==> config.mk <==
export PLATFORM = sky130hd
export DESIGN_NAME = gpr_file
export DESIGN_NICKNAME = d
export VERILOG_FILES = /design/src/rtl/gpr_pkg.sv /design/src/rtl/gpr_id_check.sv /design/src/rtl/gpr_rd_port.sv /design/src/rtl/gpr_wr_sel.sv /design/src/rtl/gpr_file.sv
export SDC_FILE = /design/constraint.sdc
export NUM_CORES = 1
export LEC_CHECK = 0
export BUFFER_PORTS_ARGS = -buffer_cell sky130_fd_sc_hd__buf_4
export CELL_PAD_IN_SITES_DETAIL_PLACEMENT = 0
export CELL_PAD_IN_SITES_GLOBAL_PLACEMENT = 1
export CORE_ASPECT_RATIO = 0.8
export CORE_MARGIN = 1.5
export CORE_UTILIZATION = 35
export DETAILED_ROUTE_END_ITERATION = 10
export GPL_ROUTABILITY_DRIVEN = 0
export PLACE_DENSITY = 0.82
export SETUP_SLACK_MARGIN = 0.15
export SLEW_MARGIN = 20
export SYNTH_ARGS = -nofsm -noshare
export SYNTH_HDL_FRONTEND = slang
export SYNTH_SLANG_ARGS = --single-unit
==> constraint.sdc <==
create_clock -name clk -period 1.6 [get_ports clk]
set_input_delay 0.08 -clock clk [delete_from_list [all_inputs] [get_ports clk]]
set_output_delay 0.08 -clock clk [all_outputs]
set_load 0.02 [all_outputs]
==> src/rtl/gpr_pkg.sv <==
package gpr_pkg;
  localparam int unsigned GPR_DATA_W   = 32;
  localparam int unsigned GPR_NUM_REGS = 8;
  localparam int unsigned GPR_ID_W     = 4;
  localparam int unsigned GPR_NULL_ID  = 15;

  localparam int unsigned GPR_ESP_ID = 4;
endpackage

==> src/rtl/gpr_id_check.sv <==
// Flags whether an ID addresses a real register.
module gpr_id_check #(
  parameter int unsigned ID_W     = 4,
  parameter int unsigned NUM_REGS = 8,
  parameter int unsigned NULL_ID  = 15
) (
  input  logic [ID_W-1:0] id,
  output logic            valid
);
  always_comb begin
    valid = (32'(id) < NUM_REGS) && (32'(id) != NULL_ID);
  end
endmodule

==> src/rtl/gpr_rd_port.sv <==
// Combinational read port; invalid IDs return zero.
module gpr_rd_port #(
  parameter int unsigned DATA_W   = 32,
  parameter int unsigned NUM_REGS = 8,
  parameter int unsigned ID_W     = 4,
  parameter int unsigned NULL_ID  = 15
) (
  input  logic [ID_W-1:0]   id,
  input  logic [DATA_W-1:0] regs [NUM_REGS],
  output logic [DATA_W-1:0] data
);
  logic valid;

  gpr_id_check #(.ID_W(ID_W), .NUM_REGS(NUM_REGS), .NULL_ID(NULL_ID)) u_chk (
    .id    (id),
    .valid (valid)
  );

  always_comb begin
    data = '0;
    for (int i = 0; i < NUM_REGS; i++) begin
      if (valid && (32'(id) == i)) data = regs[i];
    end
  end
endmodule

==> src/rtl/gpr_wr_sel.sv <==
// Per-register write enable and data; port M has priority over port E.
module gpr_wr_sel #(
  parameter int unsigned DATA_W   = 32,
  parameter int unsigned NUM_REGS = 8,
  parameter int unsigned ID_W     = 4,
  parameter int unsigned NULL_ID  = 15
) (
  input  logic [ID_W-1:0]   e_id,
  input  logic [DATA_W-1:0] e_data,
  input  logic [ID_W-1:0]   m_id,
  input  logic [DATA_W-1:0] m_data,
  output logic [NUM_REGS-1:0] we,
  output logic [DATA_W-1:0]   wd [NUM_REGS]
);
  logic e_valid, m_valid;

  gpr_id_check #(.ID_W(ID_W), .NUM_REGS(NUM_REGS), .NULL_ID(NULL_ID)) u_e_chk (
    .id    (e_id),
    .valid (e_valid)
  );
  gpr_id_check #(.ID_W(ID_W), .NUM_REGS(NUM_REGS), .NULL_ID(NULL_ID)) u_m_chk (
    .id    (m_id),
    .valid (m_valid)
  );

  for (genvar g = 0; g < NUM_REGS; g++) begin : g_sel
    logic hit_e, hit_m;
    always_comb begin
      hit_e = e_valid && (32'(e_id) == g);
      hit_m = m_valid && (32'(m_id) == g);
      we[g] = hit_e | hit_m;
      wd[g] = hit_m ? m_data : e_data;
    end
  end
endmodule

==> src/rtl/gpr_file.sv <==
module gpr_file #(
  parameter int unsigned DATA_W   = gpr_pkg::GPR_DATA_W,
  parameter int unsigned NUM_REGS = gpr_pkg::GPR_NUM_REGS,
  parameter int unsigned ID_W     = gpr_pkg::GPR_ID_W,
  parameter int unsigned NULL_ID  = gpr_pkg::GPR_NULL_ID,
  localparam int unsigned DBG_W   = NUM_REGS * DATA_W
) (
  input  logic              clk,
  input  logic              rst,
  input  logic [ID_W-1:0]   rd_a_id,
  output logic [DATA_W-1:0] rd_a_data,
  input  logic [ID_W-1:0]   rd_b_id,
  output logic [DATA_W-1:0] rd_b_data,
  input  logic [ID_W-1:0]   wr_e_id,
  input  logic [DATA_W-1:0] wr_e_data,
  input  logic [ID_W-1:0]   wr_m_id,
  input  logic [DATA_W-1:0] wr_m_data,
  output logic [DBG_W-1:0]  dbg_regs
);
  logic [DATA_W-1:0]   regs_q [NUM_REGS];
  logic [NUM_REGS-1:0] we;
  logic [DATA_W-1:0]   wd [NUM_REGS];

  gpr_wr_sel #(.DATA_W(DATA_W), .NUM_REGS(NUM_REGS), .ID_W(ID_W), .NULL_ID(NULL_ID)) u_wsel (
    .e_id   (wr_e_id),
    .e_data (wr_e_data),
    .m_id   (wr_m_id),
    .m_data (wr_m_data),
    .we     (we),
    .wd     (wd)
  );

  always_ff @(posedge clk) begin
    for (int i = 0; i < NUM_REGS; i++) begin
      if (rst)        regs_q[i] <= '0;
      else if (we[i]) regs_q[i] <= wd[i];
    end
  end

  gpr_rd_port #(.DATA_W(DATA_W), .NUM_REGS(NUM_REGS), .ID_W(ID_W), .NULL_ID(NULL_ID)) u_rd_a (
    .id   (rd_a_id),
    .regs (regs_q),
    .data (rd_a_data)
  );
  gpr_rd_port #(.DATA_W(DATA_W), .NUM_REGS(NUM_REGS), .ID_W(ID_W), .NULL_ID(NULL_ID)) u_rd_b (
    .id   (rd_b_id),
    .regs (regs_q),
    .data (rd_b_data)
  );

  for (genvar g = 0; g < NUM_REGS; g++) begin : g_dbg
    assign dbg_regs[g*DATA_W +: DATA_W] = regs_q[g];
  end
endmodule

==> results of run 1 <==
-- through the flow --
stage                     instances  utilization [%]  hold slack [ns]  TNS, ns
after floorplan                2152                -           0.3806        0
after global placement         3099            45.66           0.4181   -1.458
after detailed placement       3099            45.66           0.4286   -2.495
after CTS                      3314            51.79          0.01670   -10.57
after global routing           3349            53.45          0.03789   -13.85
final                          3350            53.46          0.03473   -10.15
-- worst max-delay path by stage --
| stage | from | endpoint | slack, ns | cells past startpoint |
|---|---|---|---|---|
| floorplan | rd_a_id[1] | rd_a_data[30] | 0.1 | 6 |
| global placement | rd_b_id[1] | rd_b_data[12] | -0.16 | 6 |
| detailed placement | rd_b_id[1] | rd_b_data[12] | -0.18 | 6 |
| CTS | dbg_regs[40] | rd_a_data[8] | -0.35 | 6 |
| global route | dbg_regs[8] | rd_a_data[8] | -0.43 | 6 |
| finish | dbg_regs[77] | rd_a_data[13] | -0.36 | 6 |
-- repair_timing --
| action | 4_1_cts | 5_1_grt |
|---|---|---|
| endpoints found under the setup margin | 64 | 84 |
| hold endpoints to repair | 256 | 0 |
| setup buffers | 68 | 36 |
| pin swaps | 166 | 91 |
| hold buffers | 96 | 0 |
| resized for setup | 330 | 165 |
-- cells in the final DEF, fill, tap and decap left out, types with 27 or more instances in the layout --
cell / n
a31oi_1: 36
mux2i_1: 320
inv_1: 29
dlygate4sd3_1: 92
buf_6: 60
dfxtp_1: 92
dfxtp_4: 51
buf_4: 585
nor2_2: 28
nand2b_1: 44
o21ai_0: 50
nand2_1: 87
buf_12: 51
a211oi_1: 255
a22oi_1: 54
o221ai_2: 40
nor2_1: 376
o21ai_2: 27
clkbuf_16: 29
dfxtp_2: 113
o21ai_1: 79
-- final cells by class --
class	count	area (um^2)
tap	629	787.0
timing repair buffer	789	7023
antenna	4	10.01
multi-input combinational	1582	11360
sequential	256	5458
inverter	39	148.9
clock inverter	12	103.9
fill	4409	22390
clock buffer	39	823.3
-- power breakdown --
group          internal, W  switching [W]  leakage, nW
Sequential         0.00669       0.000432         2.18
Clock              0.00376        0.00299        0.452
Combinational      0.00221        0.00288         7.61
Total               0.0127        0.00630         10.2
-- per-layer routing --
metal	part of all wire [%]	wire [um]	vias to the layer above
li1	-	-	8904
met1	42	35760	9765
met2	43	37290	1312
met3	10	8816	269
met4	4.6	3956	2
met5	0.012	10	-
-- kinds of logic (layout without fill, tap and decap cells) --
logic type | after synthesis | after routing | share of synthesized area, %
AO/OA/AOI/OAI | 637 | 637 | 25.83
buffers and inverters | 314 | 879 | 8.681
flip-flops | 256 | 256 | 30.16
multiplexers | 333 | 333 | 19.81
other | 0 | 4 | 0
AND/OR/NAND/NOR | 612 | 612 | 15.52
-- cell usage after synthesis, types with 32 or more instances --
cell type  number  share of area [%]
o221ai_1       41                2.1
nor2_1        413                9.1
o21ai_0       145                4.3
mux2i_1       325                 19
nand2_1        97                2.1
a211oi_1      257                 11
dfxtp_1       256                 30
clkbuf_2       32               0.94
inv_1          39               0.86
a22oi_1        54                2.4
buf_2          64                1.9
nand2b_1       51                1.9
clkbuf_1      147                3.2
a31oi_1        44                1.6
==> results.json, run 1 <==
{
  "outcome": "finished, violations left",
  "failed_checks": "negative setup slack",
  "io-pin-count": 402,
  "num_vias": 20250,
  "num_rows": 72,
  "overflow": 0,
  "place_hpwl_um": 58410,
  "tritoncts": "built",
  "cp_max_fo": 2,
  "synth_nets": 2234,
  "hold_class": "primary input to flip-flop",
  "port_buffers": 401,
  "p_leak_nw": 10.24,
  "max_cap_violations": 0,
  "grtUsageMet1_pct": 44.06,
  "path_buf_inv": 2,
  "cts_sinks": 256,
  "critPathLaunchType": "flip-flop",
  "rr_endpoint": "dbg_regs[10]",
  "drt_iter0_drc": 2141,
  "ys_warn_count": 0,
  "critPathMaxStageDelay_ns": 0.35,
  "crit_type": "flip-flop to output pin",
  "setup_slack_ns": -0.3584,
  "skew_ns": 0,
  "drt-vias-per-instance": 6.045,
  "syn_to_final_growth_pct": 51.34,
  "synth_edf_count": 0,
  "min_delay_path_depth": 2,
  "r2r-start": "dbg_regs[10]",
  "cp-end-kind": "output pin",
  "largest_reg_flops": 256,
  "nets": 2779,
  "post_dp_cell_area_um2": 21960,
  "irDropWorstVdd_mv": 0.7641,
  "reg2reg_setup_slack_ns": 0.17,
  "path_clk_slew_ns": 0.06,
  "worstPathCellList": "mux2i_2, nor4_2, a31oi_1, a222oi_1, buf_4, buf_6",
  "synth_seq_area_share_pct": 30.16,
  "clock_latency_ns": 0.57,
  "critPathRequiredTime_ns": 1.52,
  "maxSlewViolCount": 0,
  "period_needed_ns": 1.958,
  "drc": 0,
  "numCtsBuffers": 29,
  "max_freq_mhz": 510.6,
  "pre_cts_slack_ns": -0.1830,
  "grt_pass1_vias": 19030,
  "start_util_pct": 35.32,
  "grtUsageMet2_pct": 49.32,
  "dieWidth_um": 249.4,
  "die_h_um": 200.1,
  "grtUsageMet3_pct": 6.743,
  "cts_max_level": 1,
  "final_cell_area_um2": 25720,
  "drive_gt1_share_pct": 41.19,
  "synthDistinctLibCells": 52,
  "ff2ff_path_depth": 4,
  "dieArea_um2": 49890,
  "antenna_found_initial": 4,
  "drt_wl_total_um": 85830,
  "wl_per_cell_um": 25.62,
  "tightestPinTransition_ns": 0.8903,
  "path_delay_family": "compound AO/OA/AOI/OAI gates",
  "hold_start": "rst",
  "syn_area_per_cell_um2": 7.896,
  "grt_pass1_wl_um": 122600,
  "syn_area_um2": 16990,
  "async_reset_ff_share_pct": 0,
  "top_usage_layer": "met2",
  "pwr_density_cell_nw_per_um2": 737.5,
  "cts_root_buf": "clkbuf_16",
  "period_share_pct": 122.4,
  "core-area_um2": 48110,
  "worstHoldEndpoint": "dbg_regs[24]",
  "drtAntennaViolNets": 0,
  "finalHoldViolations": 0,
  "relSlewSlack_pct": 40.38,
  "grt_max_degree": 48,
  "grt_use_total_pct": 32.46,
  "ys_ff_latch": 256,
  "crit_slowest_cell": "dfxtp_2",
  "rsz0062_at_grt": "yes",
  "firstDrtPassIters": 7,
  "setup_viol": 64,
  "synth_ff_type": "dfxtp_1",
  "postSynthCellCount": 2152,
  "cts_buffer_depth": 3,
  "cp.arrival_ns": 1.88,
  "power_w": 0.01897
}
Power figures use the tool's default switching activity.
==> run 2, diff against run 1 <==
--- a/config.mk
+++ b/config.mk
@@ -8,7 +8,6 @@
 export BUFFER_PORTS_ARGS = -buffer_cell sky130_fd_sc_hd__buf_4
 export CELL_PAD_IN_SITES_DETAIL_PLACEMENT = 0
 export CELL_PAD_IN_SITES_GLOBAL_PLACEMENT = 1
-export CORE_ASPECT_RATIO = 0.8
 export CORE_MARGIN = 1.5
 export CORE_UTILIZATION = 35
 export DETAILED_ROUTE_END_ITERATION = 10
==> run 2 against run 1 <==
Against the previous run: the run still ends with negative setup slack left; fmax fell by 2.9%; sequential share of layout area increased by 0.087 points; global-route usage up 0.43 points; power rose by 1.0%; sequential power about the same; core utilization up 0.23 points; flip-flop and latch count stayed put; wire length increased by 0.50%; clock power rose by 3.1%; design area is 0.11% lower.
==> results.json, run 2 (synthesis gave the netlist of run 1 again) <==
{
  "mostFrequentLayoutCell": "buf_4",
  "path_buf_inv": 1,
  "seqPwrFrac_pct": 37.2,
  "dieWidth_um": 223.3,
  "setup_viol": 64,
  "skew_ns": 0,
  "worstHoldEndpoint": "dbg_regs[31]",
  "cp.arrival_ns": 1.94,
  "hold_class": "primary input to flip-flop",
  "netSwitchingFraction_pct": 32.95,
  "period_needed_ns": 2.016,
  "critPathLaunchType": "flip-flop",
  "dp.cells": 3070,
  "cp-end-kind": "output pin",
  "worstPathCellList": "nor2_1, nor3_2, a21oi_1, o311ai_2, buf_4",
  "nets": 2753,
  "drt_iter0_drc": 2146,
  "setup_slack_ns": -0.4160,
  "io-pin-count": 402,
  "multi_input_area_um2": 11390,
  "outcome": "finished, violations left",
  "antenna_found_initial": 1,
  "dieArea_um2": 49880,
  "critPathMaxStageDelay_ns": 0.42,
  "r2r-start": "dbg_regs[96]",
  "maxSlewViolCount": 0,
  "path_clk_slew_ns": 0.06,
  "numCtsBuffers": 30,
  "pwr_density_cell_nw_per_um2": 745.9,
  "num_vias": 20310,
  "p_int_w": 0.01285,
  "tightestPinTransition_ns": 0.9176,
  "die_h_um": 223.3,
  "grt_max_degree": 65,
  "wl_per_cell_um": 26.05,
  "p_leak_nw": 10.24,
  "fin_setup_tns_ns": -11.20,
  "drt_wl_total_um": 86260,
  "dr_wl_met3_um": 8291,
  "tritoncts": "built",
  "wl_met1_um": 34620,
  "firstDrtPassIters": 6,
  "grt_pass1_wl_um": 125200,
  "instances_no_fill": 3311,
  "reg2reg_setup_slack_ns": 0.18,
  "clock_latency_ns": 0.59,
  "cts_buffer_depth": 3,
  "drtAntennaViolNets": 0,
  "num-fill-cells": 4308,
  "power.switching_w": 0.006313,
  "largest_reg_flops": 256,
  "drc": 0,
  "regArea_um2": 5474,
  "grt_pass1_vias": 19390,
  "failed_checks": "negative setup slack",
  "crit_slowest_cell": "o311ai_2",
  "hold_start": "rst",
  "cts_max_level": 1,
  "ff2ff_path_depth": 4,
  "cp_max_fo": 4,
  "start_util_pct": 35.52,
  "max_cap_violations": 0,
  "num_rows": 80,
  "overflow": 0,
  "cts_root_buf": "clkbuf_16",
  "layout_common_cells": "551 x buf_4, 376 x nor2_1, 322 x mux2i_1",
  "rr_endpoint": "dbg_regs[96]",
  "relSlewSlack_pct": 38.56,
  "path_delay_family": "compound AO/OA/AOI/OAI gates",
  "wl_met2_um": 39230,
  "finalHoldViolations": 0,
  "rsz0062_at_grt": "yes",
  "place_hpwl_um": 57880,
  "top_layer": "met4",
  "min_delay_path_depth": 2,
  "crit_type": "flip-flop to output pin",
  "period_share_pct": 126.0,
  "irDropWorstVdd_mv": 0.7982,
  "port_buffers": 401,
  "grt_use_total_pct": 32.88,
  "pwr-share-comb_pct": 26.5,
  "syn_to_final_growth_pct": 51.17,
  "max_freq_mhz": 496.0,
  "core-area_um2": 47850,
  "cts_sinks": 256,
  "drive_gt1_share_pct": 40.67,
  "clock_power_share_pct": 36.3,
  "drt-vias-per-instance": 6.135,
  "critPathRequiredTime_ns": 1.52
}
[run 2: cell types whose count changed in the layout (fill, tap and decap cells not counted), moves of 6 or more]
| cell | before | now |
|---|---|---|
| o21ai_1 | 79 | 90 |
| buf_12 | 51 | 60 |
| nand2_2 | 9 | 3 |
| buf_4 | 585 | 551 |
| nand2_4 | 1 | 7 |
| o21ai_0 | 50 | 42 |
[run 2: power groups by stage]
| stage | Clock [W] | Combinational [W] | Sequential (W) |
|---|---|---|---|
| after detailed placement | 0 | 0.00436 | 0.00727 |
| final | 0.00696 | 0.00508 | 0.00712 |
| after global routing | 0.00724 | 0.00530 | 0.00715 |
| after floorplan | 0 | 0.00208 | 0.00751 |
| after CTS | 0.00696 | 0.00484 | 0.00710 |
| after global placement | 0 | 0.00428 | 0.00726 |
[run 2: area by class of cell]
class,count,share of cell area [%]
sequential,256,21.31
clock buffer,48,3.619
clock inverter,8,0.1802
tap,615,2.996
inverter,39,0.5699
multi-input combinational,1582,44.34
antenna,1,0.009742
timing repair buffer,762,26.97
[run 2: layer usage]
metal / vias up / track usage, %
met5: - / 0
met4: 0 / 15.52
met3: 299 / 5.624
met2: 1359 / 52.63
met1: 9811 / 43.01
li1: 8844 / -
[run 2: what timing repair did]
item,CTS,global route
gates resized for setup,349,164
hold buffers,93,0
endpoints found under the hold margin,256,0
buffers inserted,73,19
setup endpoints to repair,64,77
pin swaps,172,88
[run 2: how the worst max path moves through the flow]
| stage | start | end | slack (ns) | depth (start not counted) |
|---|---|---|---|---|
| 6_report | dbg_regs[158] | rd_a_data[30] | -0.42 | 5 |
| 3_5_place_dp | rd_a_id[1] | rd_a_data[30] | -0.17 | 7 |
| 5_1_grt | dbg_regs[8] | rd_a_data[8] | -0.47 | 6 |
| 3_3_place_gp | rd_b_id[0] | rd_b_data[27] | -0.23 | 8 |
| 2_1_floorplan | rd_a_id[1] | rd_a_data[30] | 0.1 | 6 |
| 4_1_cts | dbg_regs[100] | rd_a_data[4] | -0.40 | 6 |
[run 2: per-stage QoR]
stage	util, %	total power (W)	hold slack (ns)	cell area (um^2)	setup slack, ns
2_1_floorplan	-	0.009589	0.3806	17400	0.09889
3_3_place_gp	45.93	0.01155	0.4218	21970	-0.2307
3_5_place_dp	45.93	0.01162	0.4280	21970	-0.1715
4_1_cts	52.40	0.01890	0.05024	25070	-0.3962
5_1_grt	53.69	0.01969	0.07411	25690	-0.4722
6_report	53.69	0.01916	0.04979	25690	-0.4160
